`src/rtl/rtc_pkg.sv`:
```
package rtc_pkg;
    localparam logic [5:0] ADR_HRMIN  = 6'h00;
    localparam logic [5:0] ADR_SEC    = 6'h04;
    localparam logic [5:0] ADR_AHRMIN = 6'h08;
    localparam logic [5:0] ADR_ASEC   = 6'h0C;
    localparam logic [5:0] ADR_CTRL   = 6'h10;
    localparam logic [5:0] ADR_STAT   = 6'h14;
    localparam logic [5:0] ADR_IEN    = 6'h18;
    localparam logic [5:0] ADR_DAY    = 6'h20;
    localparam logic [5:0] ADR_ADAY   = 6'h24;

    localparam int BIT_ALARM = 2;
    localparam int BIT_HZ1   = 4;
    localparam int BIT_HZ2   = 7;
    localparam int BIT_SAMP0 = 8;
    localparam logic [15:0] STAT_IMPL = 16'hFF94;

    localparam int FRAC_W = 10;

    typedef struct packed {
        logic hrmin;
        logic sec;
        logic day;
        logic ahrmin;
        logic asec;
        logic aday;
    } wr_sel_t;
endpackage

```
`src/rtl/rtc_prescale.sv`:
```
module rtc_prescale
    import rtc_pkg::*;
#(
    parameter int RATE0_HZ = 32768,
    parameter int RATE1_HZ = 32000,
    parameter int RATE2_HZ = 38400
) (
    input  logic              clk,
    input  logic              rst_n,
    input  logic              run,
    input  logic              restart,
    input  logic [1:0]        rate_sel,
    input  logic              ref_tick,
    output logic              sec_tick,
    output logic [FRAC_W-1:1] hz_tick
);
    localparam int STEP   = 1 << FRAC_W;
    localparam int MAX01  = (RATE0_HZ > RATE1_HZ) ? RATE0_HZ : RATE1_HZ;
    localparam int MAXDIV = (MAX01 > RATE2_HZ) ? MAX01 : RATE2_HZ;
    localparam int ACC_W  = $clog2(MAXDIV + STEP) + 1;

    typedef struct packed {
        logic [ACC_W-1:0]  acc;
        logic [FRAC_W-1:0] frac;
        logic              sec_p;
        logic [FRAC_W-1:1] hz_p;
    } pre_t;

    pre_t s_d, s_q;
    logic [ACC_W-1:0]  div;
    logic [ACC_W-1:0]  sum;
    logic [FRAC_W-1:0] nf;

    always_comb begin
        unique case (rate_sel)
            2'b01:   div = ACC_W'(RATE1_HZ);
            2'b10:   div = ACC_W'(RATE2_HZ);
            default: div = ACC_W'(RATE0_HZ);
        endcase
        sum = s_q.acc + ACC_W'(STEP);
        nf  = s_q.frac + 1'b1;
        s_d = s_q;
        s_d.sec_p = 1'b0;
        s_d.hz_p  = '0;
        if (restart) begin
            s_d.acc  = '0;
            s_d.frac = '0;
        end else if (run && ref_tick) begin
            if (sum >= div) begin
                s_d.acc   = sum - div;
                s_d.frac  = nf;
                s_d.sec_p = (nf == '0);
                for (int k = 1; k < FRAC_W; k++) begin
                    s_d.hz_p[k] = ((nf & ((FRAC_W'(1) << (FRAC_W - k)) - 1'b1)) == '0);
                end
            end else begin
                s_d.acc = sum;
            end
        end
    end

    always_ff @(posedge clk or negedge rst_n) begin
        if (!rst_n) s_q <= '0;
        else        s_q <= s_d;
    end

    assign sec_tick = s_q.sec_p;
    assign hz_tick  = s_q.hz_p;
endmodule

```
`src/rtl/rtc_timekeep.sv`:
```
module rtc_timekeep
    import rtc_pkg::*;
#(
    parameter int DAY_W = 9
) (
    input  logic             clk,
    input  logic             rst_n,
    input  logic             sec_tick,
    input  wr_sel_t          wr,
    input  logic [15:0]      wdata,
    output logic [5:0]       t_sec,
    output logic [5:0]       t_min,
    output logic [4:0]       t_hour,
    output logic [DAY_W-1:0] t_day,
    output logic [5:0]       a_sec,
    output logic [5:0]       a_min,
    output logic [4:0]       a_hour,
    output logic [DAY_W-1:0] a_day,
    output logic             alarm_hit
);
    typedef struct packed {
        logic [5:0]       sec;
        logic [5:0]       min;
        logic [4:0]       hour;
        logic [DAY_W-1:0] day;
        logic [5:0]       asec;
        logic [5:0]       amin;
        logic [4:0]       ahour;
        logic [DAY_W-1:0] aday;
        logic             match;
    } tk_t;

    tk_t s_d, s_q;
    logic same;

    always_comb begin
        same = (s_q.sec == s_q.asec) && (s_q.min == s_q.amin) &&
               (s_q.hour == s_q.ahour) && (s_q.day == s_q.aday);
        s_d = s_q;
        s_d.match = same;
        if (wr.hrmin || wr.sec || wr.day) begin
            if (wr.hrmin) begin
                s_d.hour = wdata[12:8];
                s_d.min  = wdata[5:0];
            end
            if (wr.sec) s_d.sec = wdata[5:0];
            if (wr.day) s_d.day = wdata[DAY_W-1:0];
        end else if (sec_tick) begin
            if (s_q.sec >= 6'd59) begin
                s_d.sec = '0;
                if (s_q.min >= 6'd59) begin
                    s_d.min = '0;
                    if (s_q.hour >= 5'd23) begin
                        s_d.hour = '0;
                        s_d.day  = s_q.day + 1'b1;
                    end else begin
                        s_d.hour = s_q.hour + 1'b1;
                    end
                end else begin
                    s_d.min = s_q.min + 1'b1;
                end
            end else begin
                s_d.sec = s_q.sec + 1'b1;
            end
        end
        if (wr.ahrmin) begin
            s_d.ahour = wdata[12:8];
            s_d.amin  = wdata[5:0];
        end
        if (wr.asec) s_d.asec = wdata[5:0];
        if (wr.aday) s_d.aday = wdata[DAY_W-1:0];
    end

    always_ff @(posedge clk or negedge rst_n) begin
        if (!rst_n) begin
            s_q       <= '0;
            s_q.match <= 1'b1;
        end else begin
            s_q <= s_d;
        end
    end

    assign t_sec     = s_q.sec;
    assign t_min     = s_q.min;
    assign t_hour    = s_q.hour;
    assign t_day     = s_q.day;
    assign a_sec     = s_q.asec;
    assign a_min     = s_q.amin;
    assign a_hour    = s_q.ahour;
    assign a_day     = s_q.aday;
    assign alarm_hit = same && !s_q.match;
endmodule

```
`src/rtl/rtc_alarm_core.sv`:
```
module rtc_alarm_core
    import rtc_pkg::*;
#(
    parameter int DAY_W    = 9,
    parameter int RATE0_HZ = 32768,
    parameter int RATE1_HZ = 32000,
    parameter int RATE2_HZ = 38400
) (
    input  logic        clk,
    input  logic        rst_n,
    input  logic        ref_tick,
    input  logic [5:0]  bus_addr,
    input  logic        bus_we,
    input  logic [15:0] bus_wdata,
    output logic [15:0] bus_rdata,
    output logic        irq
);
    typedef struct packed {
        logic        run;
        logic [1:0]  rate;
        logic [15:0] stat;
        logic [15:0] ien;
    } top_t;

    top_t r_d, r_q;
    wr_sel_t wr;
    logic wr_time;
    logic sec_tick;
    logic [FRAC_W-1:1] hz_tick;
    logic [15:0] stat_set;
    logic [15:0] stat_clr;
    logic [5:0] cur_sec, cur_min, al_sec, al_min;
    logic [4:0] cur_hour, al_hour;
    logic [DAY_W-1:0] cur_day, al_day;
    logic alarm_hit;
    logic run;
    logic [15:0] stat_q;
    logic [15:0] ien_q;

    always_comb begin
        wr.hrmin  = bus_we && (bus_addr == ADR_HRMIN);
        wr.sec    = bus_we && (bus_addr == ADR_SEC);
        wr.day    = bus_we && (bus_addr == ADR_DAY);
        wr.ahrmin = bus_we && (bus_addr == ADR_AHRMIN);
        wr.asec   = bus_we && (bus_addr == ADR_ASEC);
        wr.aday   = bus_we && (bus_addr == ADR_ADAY);
    end
    assign wr_time = wr.hrmin || wr.sec || wr.day;

    rtc_prescale #(
        .RATE0_HZ(RATE0_HZ), .RATE1_HZ(RATE1_HZ), .RATE2_HZ(RATE2_HZ)
    ) u_pre (
        .clk(clk), .rst_n(rst_n), .run(r_q.run), .restart(wr_time),
        .rate_sel(r_q.rate), .ref_tick(ref_tick),
        .sec_tick(sec_tick), .hz_tick(hz_tick)
    );

    rtc_timekeep #(.DAY_W(DAY_W)) u_tk (
        .clk(clk), .rst_n(rst_n), .sec_tick(sec_tick), .wr(wr), .wdata(bus_wdata),
        .t_sec(cur_sec), .t_min(cur_min), .t_hour(cur_hour), .t_day(cur_day),
        .a_sec(al_sec), .a_min(al_min), .a_hour(al_hour), .a_day(al_day),
        .alarm_hit(alarm_hit)
    );

    always_comb begin
        stat_set = '0;
        stat_set[BIT_ALARM] = alarm_hit;
        stat_set[BIT_HZ1]   = sec_tick;
        stat_set[BIT_HZ2]   = hz_tick[1];
        for (int k = 0; k < 8; k++) begin
            stat_set[BIT_SAMP0 + k] = hz_tick[k + 2];
        end
        stat_clr = (bus_we && bus_addr == ADR_STAT) ? bus_wdata : '0;

        r_d = r_q;
        r_d.stat = ((r_q.stat & ~stat_clr) | stat_set) & STAT_IMPL;
        if (bus_we && bus_addr == ADR_CTRL) begin
            r_d.run  = bus_wdata[7];
            r_d.rate = bus_wdata[6:5];
        end
        if (bus_we && bus_addr == ADR_IEN) r_d.ien = bus_wdata & STAT_IMPL;
    end

    always_ff @(posedge clk or negedge rst_n) begin
        if (!rst_n) r_q <= '0;
        else        r_q <= r_d;
    end

    always_comb begin
        bus_rdata = '0;
        unique case (bus_addr)
            ADR_HRMIN:  bus_rdata = {3'b0, cur_hour, 2'b0, cur_min};
            ADR_SEC:    bus_rdata = {10'b0, cur_sec};
            ADR_AHRMIN: bus_rdata = {3'b0, al_hour, 2'b0, al_min};
            ADR_ASEC:   bus_rdata = {10'b0, al_sec};
            ADR_CTRL:   bus_rdata = {8'b0, r_q.run, r_q.rate, 5'b0};
            ADR_STAT:   bus_rdata = r_q.stat;
            ADR_IEN:    bus_rdata = r_q.ien;
            ADR_DAY:    bus_rdata = 16'(cur_day);
            ADR_ADAY:   bus_rdata = 16'(al_day);
            default:    bus_rdata = '0;
        endcase
    end

    assign run    = r_q.run;
    assign stat_q = r_q.stat;
    assign ien_q  = r_q.ien;
    assign irq    = |(r_q.stat & r_q.ien);
endmodule

```
`config.mk`:
```
export PLATFORM = sky130hd
export DESIGN_NAME = rtc_alarm_core
export DESIGN_NICKNAME = d
export VERILOG_FILES = /design/src/rtl/rtc_pkg.sv /design/src/rtl/rtc_prescale.sv /design/src/rtl/rtc_timekeep.sv /design/src/rtl/rtc_alarm_core.sv
export SDC_FILE = /design/constraint.sdc
export NUM_CORES = 1
export LEC_CHECK = 0
export BUFFER_PORTS_ARGS = -buffer_cell sky130_fd_sc_hd__buf_4
export CAP_MARGIN = 20
export CORE_ASPECT_RATIO = 2
export CORE_UTILIZATION = 57
export CTS_BUF_LIST = sky130_fd_sc_hd__clkbuf_2
export DETAILED_ROUTE_END_ITERATION = 10
export PLACE_DENSITY_LB_ADDON = 0.12
export SYNTH_ARGS = -nofsm -noshare
export SYNTH_HDL_FRONTEND = slang
export SYNTH_SLANG_ARGS = --single-unit
export TNS_END_PERCENT = 10
```
`constraint.sdc`:
```
create_clock -name clk -period 2.4 [get_ports clk]
set_input_delay 0.48 -clock clk [delete_from_list [all_inputs] [get_ports clk]]
set_output_delay 0.48 -clock clk [all_outputs]
set_load 0.05 [all_outputs]
```
After elaboration in Yosys (flattened, before gate mapping)
Cells that the tools add are included.
- bits in registers: 115
- input port bits: 26
- output and inout bits: 17
- logic and storage cells: 108
- bitwise operators: 4
- equality and inequality tests: 17
- add/sub/neg operators: 7
- mux-type cells: 19
- reduce and logical (&&, ||, !) cells: 40
- magnitude comparators: 4
- operator list (cell ; count):
    case mux 16 bit (9 select lines) ; 1
    logical NOT 10 bit ; 10
    2-to-1 mux 26 bit ; 2
    2-to-1 mux 20 bit ; 2
    2-to-1 mux 37 bit ; 1
    AND 16 bit ; 2
    case mux 16 bit (2 select lines) ; 1
    2-to-1 mux 27 bit ; 1
    equality test 6 x 5 -> 1 bit (second input constant) ; 3
    2-to-1 mux 6 bit ; 3
    2-to-1 mux 9 bit ; 2
    adder 17 x 11 -> 17 bit (second input constant) ; 1
    greater-or-equal comparator 17 x 16 -> 1 bit ; 1
    2-to-1 mux 17 bit ; 1
    subtractor 17 x 16 -> 17 bit ; 1
    2-to-1 mux 16 bit ; 1
    NOT 16 bit ; 1
    bitwise OR 16 bit ; 1
    OR reduction 16 bit ; 1
    logical AND 1 bit ; 14
    2-to-1 mux 14 bit ; 1
    adder 6 x 1 -> 6 bit (second input constant) ; 2
    equality test 6 x 4 -> 1 bit (second input constant) ; 2
    equality test 6 bit ; 2
    other kinds (24) ; 34

Depth between registers and ports, before layout
Gate-level depths: netlist of run 1.
- word-level depth: 6
- gate-level depth with buffers: 12
- mapped depth without buffers: 11

Modules after synthesis
From an unflattened synthesis of run 1, not the netlist that was laid out.
- cells, all modules: 727
- area, all modules: 7116.8 um^2
- modules (own cells, without submodules) (module ; cells an instance ; area an instance (um^2) ; sequential area each (um^2) ; times used):
    rtc_timekeep ; 336 ; 3337.0 ; 1327.5 ; 1
    rtc_prescale ; 230 ; 2075.7 ; 725.7 ; 1
    rtc_alarm_core ; 161 ; 1704.1 ; 625.6 ; 1

Worst setup path before layout of run 1
No wires, ideal clock.
- kind: reg2reg
- start: reg u_pre.s_q[30] (netlist bit)
- end: reg u_pre.s_q[33] (netlist bit)
- stages on the path, launching flop included: 11
- buffers on the path: 0
- period minus slack after synthesis: 2599 ps
- library setup time: 122 ps
- slack: -199 ps
- required time: 2278 ps
- arrival time: 2477 ps
- path through: dfrtp_1 > ha_1 > nand3_2 > xnor2_1 > ha_1 > a21oi_1 > nand2_1 > o21ai_2 > nand2_4 > mux2_2 > a32o_1
- longest elaborated chain between the ends: 5
- elaborated cells on any way between the ends: 6
- those cells by class: 2 x add/sub; 1 x order compare; 3 x mux
- RTL lines (what ; line ; RTL):
    start, declared ; rtc_prescale.sv:29 ; pre_t s_d, s_q;
    start signal, assigned ; rtc_prescale.sv:63 ; if (!rst_n) s_q <= '0;
    start signal, assigned ; rtc_prescale.sv:64 ; else s_q <= s_d;
    adder 17 x 11 -> 17 bit (*) ; rtc_prescale.sv:40 ; sum = s_q.acc + ACC_W'(STEP);
    subtractor 17 x 16 -> 17 bit / greater-or-equal comparator 17 x 16 -> 1 bit (equally long branches) ; rtc_prescale.sv:50, rtc_prescale.sv:49 ;
    2-to-1 mux 17 bit (*) ; rtc_prescale.sv:49 ; if (sum >= div) begin
    2-to-1 mux 37 bit (*) ; rtc_prescale.sv:48 ; end else if (run && ref_tick) begin
    2-to-1 mux 27 bit (*) ; rtc_prescale.sv:45 ; if (restart) begin
Every way passes the cells marked *; elsewhere a longest branch is shown, timed or not. The select of a mux whose other input is x is not followed.
A chain may end at the register's enable or synchronous reset.

Worst setup path after layout of run 1
- start: reg u_pre.s_q[31] (netlist bit)
- end: reg u_pre.s_q[36] (netlist bit)
Same word-level chain as after synthesis.

==> PnR_summary.wiki, run 1 <==
{| class="wikitable"
! Metric !! Value
|-
| Status || finished, violations left
|-
| Violations in the final reports || negative setup slack
|-
| Total power || 0.00663 W
|-
| Core occupancy in the finished layout || 0.731
|-
| Number of synthesized flops with an enable pin || 0
|-
| Normalized max-slew margin || 0.388
|-
| Switching Share || 0.400
|-
| Vias per cell || 6.47
|-
| Net Switching || 0.00265 W
|-
| Reg power frac || 0.357
|-
| Hold Crit Start || bus_wdata[11]
|-
| Placed Instance Area || 7260 sq um
|-
| YS warnings || 0
|-
| First-pass GRT wire length || 30.0 mm
|-
| Wire length after detailed routing || 19.9 mm
|-
| Setup repair after global routing missed its margin || true
|-
| Fin area || 7950 sq um
|-
| Max clock buf depth || 2
|-
| Final Non-Filler Cells || 914
|-
| Data required time at the worst endpoint || 2.97 ns
|-
| Cell count after synthesis || 667
|-
| Data arrival time at the worst-slack endpoint || 3.11 ns
|-
| TritonCTS clock tree || done
|-
| Largest stage delay, worst path || 0.50 ns
|-
| Hold crit path type || input port to flip-flop
|-
| Summed instance area of the synthesized netlist || 6390 sq um
|-
| Final HPWL from detailed placement || 14.1 mm
|-
| Static Leakage || 3.71 nW
|-
| Maximum vdd ir drop || 1.48 mV
|-
| Via count of the first global-routing pass || 5942
|-
| Power share of the combinational group || 0.495
|-
| Sequential cell area || 2680 sq um
|-
| Global Route Usage Sum || 0.339
|-
| Number of pins with negative max-slew slack in the final report || 0
|-
| CTS Root Cell || sky130_fd_sc_hd__clkbuf_2
|-
| I/O Buffers || 42
|-
| Post-layout minimum cycle time || 2.53 ns
|-
| Share of the synthesized area in the top cell type || 0.415
|-
| Top-count cell post-synth || sky130_fd_sc_hd__dfrtp_1
|-
| Worst-case clock skew || 0.0561 ns
|-
| Post-layout worst setup margin || -0.134 ns
|-
| Capture endpoint of the worst hold path || u_tk.a_hour[3]
|-
| H-tree depth reported by CTS || 3
|-
| Xor and xnor area share after synthesis || 0.0617
|-
| Width of the die || 76.9 um
|-
| Final global-route overflow total || 0
|-
| Cell types occupying the most area after synthesis || sky130_fd_sc_hd__dfrtp_1, sky130_fd_sc_hd__mux2_2, sky130_fd_sc_hd__nand2_1
|-
| Clock latency of the later-clocked register in the worst-skew pair || 0.64 ns
|-
| Highest clock frequency the design can meet || 395 MHz
|-
| Number of buffer and inverter stages on the critical path || 2
|-
| Total via count after detailed routing || 5913
|-
| Worst-path cell with the longest stage delay || sky130_fd_sc_hd__dfrtp_1
|-
| Area occupied by multi-input gates || 3830 sq um
|-
| Io pins || 43
|-
| Sink count of the clock tree || 107
|-
| Mux cell area share after synthesis || 0.0952
|-
| Met2 GRT Util || 0.620
|-
| RR Startpoint || u_pre.s_q[31]
|-
| Most frequent CP cell || sky130_fd_sc_hd__a21o_1
|-
| Clock buffers created by TritonCTS || 9
|-
| Post-synthesis sequential area ratio || 0.419
|-
| Largest net degree at the start of global routing || 54
|-
| Met3 track demand over resource in global routing || 0.0509
|-
| Type of the worst setup path || flip-flop to flip-flop
|-
| Capturing element type of the critical path || flip-flop
|-
| Worst-path cell chain || buf_6 -> nand3_4 -> xnor2_4 -> ha_4 -> buf_4 -> a21o_1 -> a21o_1 -> a221oi_4 -> a211oi_1 -> a31oi_1 -> nand2_1
|-
| Critical-path maximum fanout || 3
|-
| Routability cong. || 1.03
|-
| Category of cells accounting for the largest share of critical-path delay || compound AO/OA/AOI/OAI gates
|-
| Power density over cell area || 834 nW/um^2
|-
| Share of synthesized cell area in full adder, half adder and majority cells || 0.0364
|-
| Final Cycle Share || 1.06
|-
| Final hold vios || 0
|-
| Starting Density || 0.587
|-
| Int Pwr || 0.00398 W
|-
| Post-synth ARST share || 1.00
|-
| Largest family of logic cells by synthesized area || compound AO/OA/AOI/OAI gates
|-
| Initial detailed-routing violation count || 479
|-
| Post-Place Cells || 878
|-
| R2R depth || 11
|-
| Fraction of final layout cells sized beyond drive strength 1 || 0.317
|-
| Library cells used by synthesis || 62
|-
| Slew of the pin with the lowest slew margin || 0.909 ns
|-
| Commonest cells in the netlist || sky130_fd_sc_hd__dfrtp_1, sky130_fd_sc_hd__nand2_1, sky130_fd_sc_hd__mux2_2
|-
| Post-Synthesis Mean Instance Area || 9.58 sq um
|-
| Height of the chip || 152 um
|-
| Number of detailed-routing iterations run before antenna repair || 7
|-
| Startpoint type of the worst setup path || flip-flop
|-
| Finish-stage setup viols || 26
|-
| Global-route met1 utilization || 0.336
|-
| DRC viols || 0
|-
| Area overhead of the layout relative to synthesis || 24.5%
|-
| Nets || 812
|-
| Post-Place Setup Slack || -0.276 ns
|-
| Cell type contributing the most total cell area after synthesis || sky130_fd_sc_hd__dfrtp_1
|-
| R2R Path End || u_pre.s_q[36]
|-
| Simple-gate share of the synthesized area || 0.169
|-
| Wire length per cell || 21.7 um
|-
| Clock transition at the register clock pins on the worst setup and hold paths after CTS || 0.36 ns
|-
| Layer carrying the most global-route usage || met2
|-
| Antenna Nets Post-Route || 0
|-
| Number of antenna violations at the first check in global routing || 1
|-
| Post-synthesis compound-gate area fraction || 0.183
|-
| Most frequently used flop master after synthesis || sky130_fd_sc_hd__dfrtp_1
|-
| Critical path launch point || u_pre.s_q[31]
|-
| Register-to-register setup slack || -0.13 ns
|-
| Number of placement rows || 54
|-
| Number of max-capacitance violations reported || 0
|-
| Die ar. || 11700 sq um
|-
| Synthesized netlist net count || 711
|-
| Total core area || 10900 sq um
|-
| Clock share of power || 0.149
|-
| Number of stages on the worst hold path || 2
|-
| Number of storage elements in the synthesis netlist || 107
|-
| Filler cell count || 791
|}
-- per-layer routing --
metal  share of wire  wire (um)
met5               0          0
met4           0.073       1440
met1            0.34       6790
met2            0.54      10700
met3           0.045        891
-- what timing repair did --
action,4_1_cts,5_1_grt
gates resized for setup,27,47
buffers inserted,14,4
hold buffers,1,0
hold endpoints to repair,41,0
pin swaps,18,24
setup endpoints to repair,35,44
-- area by class of cell --
class | count | area share
timing repair buffer | 128 | 0.132
antenna | 1 | 0.000315
sequential | 107 | 0.337
clock inverter | 7 | 0.0129
inverter | 16 | 0.00755
clock buffer | 9 | 0.00566
multi-input combinational | 506 | 0.482
tap | 140 | 0.0220
-- cell families after synthesis --
group / after synthesis
compound gates: 167
xor+xnor: 45
fa+ha+maj: 18
buf+inv: 54
flops: 107
mux: 55
simple gates: 221
-- power by group through the flow --
| stage | sequential (W) | clock (W) | combinational (W) |
|---|---|---|---|
| 3_3_place_gp | 0.00234 | 0 | 0.00230 |
| 5_1_grt | 0.00239 | 0.00107 | 0.00348 |
| 3_5_place_dp | 0.00235 | 0 | 0.00236 |
| 6_report | 0.00236 | 0.000986 | 0.00328 |
| 2_1_floorplan | 0.00230 | 0 | 0.00146 |
| 4_1_cts | 0.00233 | 0.000999 | 0.00263 |
-- worst max path at each step --
stage | to | cells after the start
after floorplan | bus_rdata[7] | 6
after global placement | u_pre.s_q[12] | 10
after detailed placement | u_pre.s_q[15] | 10
after CTS | u_pre.s_q[34] | 12
after global routing | u_pre.s_q[36] | 11
final | u_pre.s_q[36] | 11
-- flip-flops by register name, indices dropped and copies added, names as in the netlist, 2 cells and up --
register / flops
u_pre.s_q: 19
ien_q: 11
stat_q: 11
u_pre.hz_tick: 9
u_tk.a_day: 9
u_tk.t_day: 9
u_tk.a_min: 6
u_tk.a_sec: 6
u_tk.t_min: 6
u_tk.t_sec: 6
u_tk.a_hour: 5
u_tk.t_hour: 5
r_q: 2
-- stage by stage --
stage	hold slack (ns)	setup TNS, ns
2_1_floorplan	0.184	-1.54
3_3_place_gp	0.378	-2.15
3_5_place_dp	0.381	-4.57
4_1_cts	0.0424	-1.44
5_1_grt	0.0145	-3.45
6_report	0.0612	-1.87
-- cell usage in the layout (no fill, tap or decap), types with 4 or more instances in the layout --
cell type                   Yosys  layout
sky130_fd_sc_hd__o21ai_0       37      36
sky130_fd_sc_hd__nand3_1       22      19
sky130_fd_sc_hd__nand2b_1       7       7
sky130_fd_sc_hd__xnor2_1       25      21
sky130_fd_sc_hd__a31oi_1        8       7
sky130_fd_sc_hd__and3_1        17      15
sky130_fd_sc_hd__nor4_1         9       9
sky130_fd_sc_hd__a222oi_1      14      14
sky130_fd_sc_hd__ha_4           0       7
sky130_fd_sc_hd__nor2_1        43      41
sky130_fd_sc_hd__a21oi_1       35      29
sky130_fd_sc_hd__ha_1          17       9
sky130_fd_sc_hd__a2bb2oi_1      4       4
sky130_fd_sc_hd__a21oi_2        0       5
sky130_fd_sc_hd__a22o_1         5       5
sky130_fd_sc_hd__buf_6          2      17
sky130_fd_sc_hd__nand4_1        7       7
sky130_fd_sc_hd__nor3_1         9       8
sky130_fd_sc_hd__nand2_1       80      77
sky130_fd_sc_hd__a21o_1        13      13
sky130_fd_sc_hd__mux2i_1        9       9
sky130_fd_sc_hd__dfrtp_1      106     105
sky130_fd_sc_hd__inv_1         16      14
sky130_fd_sc_hd__clkbuf_2       1       9
sky130_fd_sc_hd__o22ai_1        6       6
sky130_fd_sc_hd__xor2_1        20      20
sky130_fd_sc_hd__a22oi_1       10      10
sky130_fd_sc_hd__mux2_2        46      46
sky130_fd_sc_hd__and2_1         6       6
sky130_fd_sc_hd__buf_4          0     108
Note: power is estimated with default switching activity, not from simulation.
==> inputs of run 2 (changes only) <==
--- a/config.mk
+++ b/config.mk
@@ -12,6 +12,7 @@
 export CTS_BUF_LIST = sky130_fd_sc_hd__clkbuf_2
 export DETAILED_ROUTE_END_ITERATION = 10
 export PLACE_DENSITY_LB_ADDON = 0.12
+export SETUP_SLACK_MARGIN = 0.3
 export SYNTH_ARGS = -nofsm -noshare
 export SYNTH_HDL_FRONTEND = slang
 export SYNTH_SLANG_ARGS = --single-unit
==> PnR_summary.wiki, run 2 (same netlist as run 1, synthesis figures left out) <==
{| class="wikitable"
! Metric !! Value
|-
| Total via count after detailed routing || 5986
|-
| Sink count of the clock tree || 107
|-
| Wire length after detailed routing || 20.5 mm
|-
| Final Cycle Share || 1.07
|-
| Clock latency of the later-clocked register in the worst-skew pair || 0.62 ns
|-
| Finish-stage setup viols || 27
|-
| Commonest cells after routing, fill and taps aside || sky130_fd_sc_hd__buf_4, sky130_fd_sc_hd__dfrtp_1, sky130_fd_sc_hd__nand2_1
|-
| Hold Crit Start || bus_wdata[15]
|-
| Wire length per cell || 22.3 um
|-
| Register-to-register setup slack || -0.15 ns
|-
| Height of the chip || 152 um
|-
| Hold crit path type || input port to flip-flop
|-
| Number of detailed-routing iterations run before antenna repair || 8
|-
| Category of cells accounting for the largest share of critical-path delay || flip-flops
|-
| RR Startpoint || u_pre.s_q[31]
|-
| Violations in the final reports || negative setup slack
|-
| Tightest hold margin || 0.0936 ns
|-
| Switching Share || 0.397
|-
| R2R depth || 12
|-
| Initial detailed-routing violation count || 571
|-
| Number of placement rows || 54
|-
| Fraction of final layout cells sized beyond drive strength 1 || 0.352
|-
| R2R Path End || u_pre.s_q[36]
|-
| Routability cong. || 1.05
|-
| Number of stages on the worst hold path || 2
|-
| Int Pwr || 0.00392 W
|-
| Highest clock frequency the design can meet || 390 MHz
|-
| Number of pins with negative max-slew slack in the final report || 0
|-
| Maximum vdd ir drop || 0.999 mV
|-
| DRC viols || 0
|-
| Worst-case clock skew || 0.0423 ns
|-
| H-tree depth reported by CTS || 3
|-
| Number of cells on the critical path || 5
|-
| Final global-route overflow total || 0
|-
| Largest stage delay, worst path || 0.46 ns
|-
| Critical-path maximum fanout || 2
|-
| Number of antenna violations at the first check in global routing || 1
|-
| Net Switching || 0.00258 W
|-
| Largest net degree at the start of global routing || 55
|-
| Capture endpoint of the worst hold path || ien_q[15]
|-
| Via count of the first global-routing pass || 6087
|-
| First-pass GRT wire length || 30.8 mm
|-
| CTS Root Cell || sky130_fd_sc_hd__clkbuf_2
|-
| Startpoint type of the worst setup path || flip-flop
|-
| Clock share of power || 0.122
|-
| Data arrival time at the worst-slack endpoint || 2.08 ns
|-
| Io pins || 43
|-
| Max clock buf depth || 2
|-
| Number of buffer and inverter stages on the critical path || 2
|-
| Final HPWL from detailed placement || 14.6 mm
|-
| Clock transition at the register clock pins on the worst setup and hold paths after CTS || 0.29 ns
|-
| Total core area || 10900 sq um
|-
| Nets || 817
|-
| Post-layout minimum cycle time || 2.56 ns
|-
| Power share of the combinational group || 0.511
|-
| Total power || 0.00650 W
|-
| Area overhead of the layout relative to synthesis || 27.2%
|-
| Worst-path cell chain || mux2_2 -> a222oi_1 -> buf_4 -> nand3_4 -> buf_6
|-
| Starting Density || 0.587
|-
| Final Non-Filler Cells || 919
|-
| Slew of the pin with the lowest slew margin || 0.643 ns
|-
| Reg power frac || 0.367
|-
| I/O Buffers || 42
|-
| Final sum of negative setup slack || -1.93 ns
|-
| Vias per cell || 6.51
|-
| Data required time at the worst endpoint || 1.92 ns
|-
| Post-layout worst setup margin || -0.165 ns
|-
| Static Leakage || 3.74 nW
|-
| Type of the worst setup path || flip-flop to output port
|-
| Die ar. || 11700 sq um
|-
| Normalized max-slew margin || 0.570
|-
| Flip-flop count of the largest register after layout || 19
|-
| Clock buffers created by TritonCTS || 9
|-
| Most common cell after layout, fill and taps aside || sky130_fd_sc_hd__buf_4
|-
| Setup repair after global routing missed its margin || true
|-
| Width of the die || 76.9 um
|-
| Global Route Usage Sum || 0.349
|-
| Status || finished, violations left
|-
| Worst-path cell with the longest stage delay || sky130_fd_sc_hd__dfrtp_1
|-
| Final hold vios || 0
|-
| Power density over cell area || 799 nW/um^2
|-
| Register ranked first by flip-flop count || u_pre.s_q
|-
| Post-Place Cells || 881
|-
| TritonCTS clock tree || done
|-
| Capturing element type of the critical path || output port
|-
| Antenna Nets Post-Route || 0
|-
| Number of max-capacitance violations reported || 0
|}
-- run 2: stage by stage --
step,instance area (sq um),utilization,setup WS (ns)
after floorplan,6530,-,-0.0707
after global placement,7430,0.683,-0.185
after detailed placement,7430,0.683,-0.297
after CTS,7810,0.718,-0.162
after global routing,8130,0.747,-0.223
final,8130,0.747,-0.165
-- run 2: routing by layer --
| layer | share of wire | global-route usage |
|---|---|---|
| met5 | 0 | 0 |
| met4 | 0.080 | 0.284 |
| met3 | 0.051 | 0.0437 |
| met2 | 0.53 | 0.634 |
| met1 | 0.34 | 0.355 |
-- run 2: area by class of cell --
class / count / area (sq um)
clock inverter: 6 / 51.3
fill: 752 / 2750
inverter: 16 / 62.6
sequential: 107 / 2690
tap: 140 / 175
timing repair buffer: 133 / 1160
antenna: 1 / 2.50
multi-input combinational: 506 / 3940
clock buffer: 10 / 50.0
-- run 2: worst max-delay path by stage --
stage / from / endpoint / slack (ns)
after detailed placement: r_q[32] / u_pre.s_q[12] / -0.30
after floorplan: u_pre.s_q[30] / u_pre.s_q[33] / -0.07
final: u_tk.a_min[4] / bus_rdata[4] / -0.16
after global routing: u_pre.s_q[31] / u_pre.s_q[36] / -0.22
after global placement: u_pre.s_q[31] / u_pre.s_q[12] / -0.19
after CTS: u_pre.s_q[30] / u_pre.s_q[33] / -0.16
-- run 2: power by group through the flow --
stage          Clock [W]  Combinational (W)  Sequential, W
6_report        0.000795            0.00332        0.00238
5_1_grt         0.000878            0.00349        0.00241
4_1_cts         0.000807            0.00275        0.00235
3_5_place_dp           0            0.00247        0.00238
3_3_place_gp           0            0.00239        0.00236
2_1_floorplan          0            0.00148        0.00230
-- run 2: repair_timing --
item                                   in CTS  in global routing
endpoints found under the hold margin      20                  0
hold buffers                                1                  0
setup endpoints to repair                  59                 58
buffers inserted                           11                  9
gates resized for setup                    38                 47
pin swaps                                  19                 29
-- run 2: worst register-to-register path: stages (launching register included) --
cell	delay (ns)
sky130_fd_sc_hd__dfrtp_1	0.49
sky130_fd_sc_hd__buf_4	0.15
sky130_fd_sc_hd__nand3_2	0.11
sky130_fd_sc_hd__xnor2_2	0.23
sky130_fd_sc_hd__ha_4	0.25
sky130_fd_sc_hd__buf_4	0.15
sky130_fd_sc_hd__a21o_1	0.20
sky130_fd_sc_hd__a21o_1	0.22
sky130_fd_sc_hd__a221oi_2	0.26
sky130_fd_sc_hd__buf_4	0.17
sky130_fd_sc_hd__a211oi_1	0.04
sky130_fd_sc_hd__a31oi_1	0.14
sky130_fd_sc_hd__nand2_1	0.07
==> inputs of run 3 (changes only) <==
--- a/config.mk
+++ b/config.mk
@@ -9,7 +9,7 @@
 export CAP_MARGIN = 20
 export CORE_ASPECT_RATIO = 2
 export CORE_UTILIZATION = 57
-export CTS_BUF_LIST = sky130_fd_sc_hd__clkbuf_2
+export CTS_BUF_LIST = sky130_fd_sc_hd__clkbuf_8
 export DETAILED_ROUTE_END_ITERATION = 10
 export PLACE_DENSITY_LB_ADDON = 0.12
 export SETUP_SLACK_MARGIN = 0.3
==> PnR_summary.wiki, run 3 (same netlist as run 1, synthesis figures left out) <==
{| class="wikitable"
! Metric !! Value
|-
| Routability cong. || 1.05
|-
| Wire length per cell || 22.2 um
|-
| Hold crit path type || input port to flip-flop
|-
| Final Non-Filler Cells || 915
|-
| H-tree depth reported by CTS || 3
|-
| Io pins || 43
|-
| R2R Path End || u_pre.s_q[33]
|-
| Capture endpoint of the worst hold path || ien_q[15]
|-
| Filler cell count || 721
|-
| First-pass GRT wire length || 31.0 mm
|-
| Antenna Nets Post-Route || 0
|-
| Violations in the final reports || negative setup slack
|-
| Sink count of the clock tree || 107
|-
| RR Startpoint || u_pre.s_q[31]
|-
| Area overhead of the layout relative to synthesis || 29.0%
|-
| Power density over cell area || 806 nW/um^2
|-
| Static Leakage || 3.75 nW
|-
| Wire length after detailed routing || 20.3 mm
|-
| Clock latency of the later-clocked register in the worst-skew pair || 0.39 ns
|-
| Final HPWL from detailed placement || 14.6 mm
|-
| Critical-path maximum fanout || 5
|-
| Height of the chip || 152 um
|-
| Type of the worst setup path || flip-flop to flip-flop
|-
| Worst-case clock skew || 0.0136 ns
|-
| Met2 routed WL || 10.6 mm
|-
| Highest clock frequency the design can meet || 394 MHz
|-
| Largest net degree at the start of global routing || 55
|-
| Routed length on met3 || 1.03 mm
|-
| Number of pins with negative max-slew slack in the final report || 0
|-
| Number of stages on the worst hold path || 2
|-
| Nets || 814
|-
| Starting Density || 0.587
|-
| Data required time at the worst endpoint || 2.68 ns
|-
| Final global-route overflow total || 0
|-
| Finish-stage setup viols || 18
|-
| CTS Root Cell || sky130_fd_sc_hd__clkbuf_8
|-
| Total via count after detailed routing || 5911
|-
| Register-to-register setup slack || -0.14 ns
|-
| Flip-flop count of the largest register after layout || 19
|-
| Max clock buf depth || 2
|-
| Commonest cells after routing, fill and taps aside || sky130_fd_sc_hd__dfrtp_1, sky130_fd_sc_hd__buf_4, sky130_fd_sc_hd__nand2_1
|-
| Most common cell after layout, fill and taps aside || sky130_fd_sc_hd__dfrtp_1
|-
| Post-layout minimum cycle time || 2.54 ns
|-
| Normalized max-slew margin || 0.574
|-
| Total core area || 10900 sq um
|-
| Fraction of final layout cells sized beyond drive strength 1 || 0.348
|-
| Clock transition at the register clock pins on the worst setup and hold paths after CTS || 0.10 ns
|-
| Number of detailed-routing iterations run before antenna repair || 6
|-
| Vias per cell || 6.46
|-
| Top routing layer used || met4
|-
| TritonCTS clock tree || done
|-
| Data arrival time at the worst-slack endpoint || 2.82 ns
|-
| Number of max-capacitance violations reported || 0
|-
| Post-layout worst setup margin || -0.139 ns
|-
| Status || finished, violations left
|-
| I/O Buffers || 42
|-
| R2R depth || 10
|-
| Final Cycle Share || 1.06
|-
| Global Route Usage Sum || 0.354
|-
| Startpoint type of the worst setup path || flip-flop
|-
| Number of placement rows || 54
|-
| ANT cells || 0
|-
| Final sum of negative setup slack || -1.17 ns
|-
| DRC viols || 0
|-
| Width of the die || 76.9 um
|-
| Setup repair after global routing missed its margin || true
|-
| Wl on met1 || 6.88 mm
|-
| Slew of the pin with the lowest slew margin || 0.638 ns
|-
| Capturing element type of the critical path || flip-flop
|-
| Die ar. || 11700 sq um
|-
| Final hold vios || 0
|-
| Hold Crit Start || bus_wdata[15]
|-
| Post-Place Cells || 881
|-
| Number of antenna violations at the first check in global routing || 0
|-
| Register ranked first by flip-flop count || u_pre.s_q
|-
| Via count of the first global-routing pass || 6099
|-
| Maximum vdd ir drop || 0.918 mV
|-
| Clock buffers created by TritonCTS || 9
|-
| Initial detailed-routing violation count || 561
|}
==> run 3: how the worst max path moves through the flow <==
stage / from / end / slack [ns] / depth (start not counted)
6_report: u_pre.s_q[31] / u_pre.s_q[33] / -0.14 / 10
5_1_grt: u_pre.s_q[34] / u_pre.s_q[35] / -0.19 / 10
4_1_cts: u_pre.s_q[30] / u_pre.s_q[33] / -0.15 / 11
3_5_place_dp: r_q[32] / u_pre.s_q[12] / -0.30 / 9
3_3_place_gp: u_pre.s_q[31] / u_pre.s_q[12] / -0.19 / 9
2_1_floorplan: u_pre.s_q[30] / u_pre.s_q[33] / -0.07 / 11
==> run 3: power by group <==
group          total (W)  internal [W]  switching (W)
sequential       0.00239       0.00206       0.000325
clock            0.00105      0.000388       0.000661
combinational    0.00320       0.00165        0.00155
==> run 3: stage by stage <==
step	setup WS (ns)	util	instance area (sq um)	hold slack (ns)	power, W
2_1_floorplan	-0.0707	-	6530	0.184	0.00379
3_3_place_gp	-0.185	0.683	7430	0.402	0.00475
3_5_place_dp	-0.297	0.683	7430	0.406	0.00486
4_1_cts	-0.153	0.730	7940	0.318	0.00610
5_1_grt	-0.189	0.758	8240	0.318	0.00694
6_report	-0.139	0.758	8240	0.332	0.00664
==> run 3: timing repair <==
action | 4_1_cts | 5_1_grt
pin swaps | 31 | 30
hold endpoints to repair | 20 | 0
buffers inserted | 6 | 11
endpoints found under the setup margin | 59 | 53
gates resized for setup | 66 | 40
hold buffers | 1 | 0
==> run 3: worst max-delay path, stage by stage, from the launching register on <==
cell	delay (ns)
sky130_fd_sc_hd__dfrtp_2	0.46
sky130_fd_sc_hd__ha_4	0.19
sky130_fd_sc_hd__xor2_1	0.24
sky130_fd_sc_hd__ha_4	0.27
sky130_fd_sc_hd__a21oi_2	0.24
sky130_fd_sc_hd__nand2_2	0.12
sky130_fd_sc_hd__o21ai_4	0.23
sky130_fd_sc_hd__buf_12	0.14
sky130_fd_sc_hd__nand2_4	0.06
sky130_fd_sc_hd__mux2_2	0.28
sky130_fd_sc_hd__a32o_1	0.20
==> run 3: layout make-up <==
type,count,area (sq um),share of cell area
Inverter,16,62.6,0.00759
Tap cell,140,175,0.0213
Clock buffer,9,124,0.0150
Multi-Input combinational cell,506,3920,0.476
Timing Repair Buffer,130,1220,0.148
Sequential cell,107,2690,0.326
Clock inverter,7,55.1,0.00668
==> run 3: metal layers <==
layer / track usage / up-vias
li1: - / 2656
met1: 0.360 / 2885
met2: 0.621 / 265
met3: 0.0527 / 105
met4: 0.319 / 0
met5: 0 / -
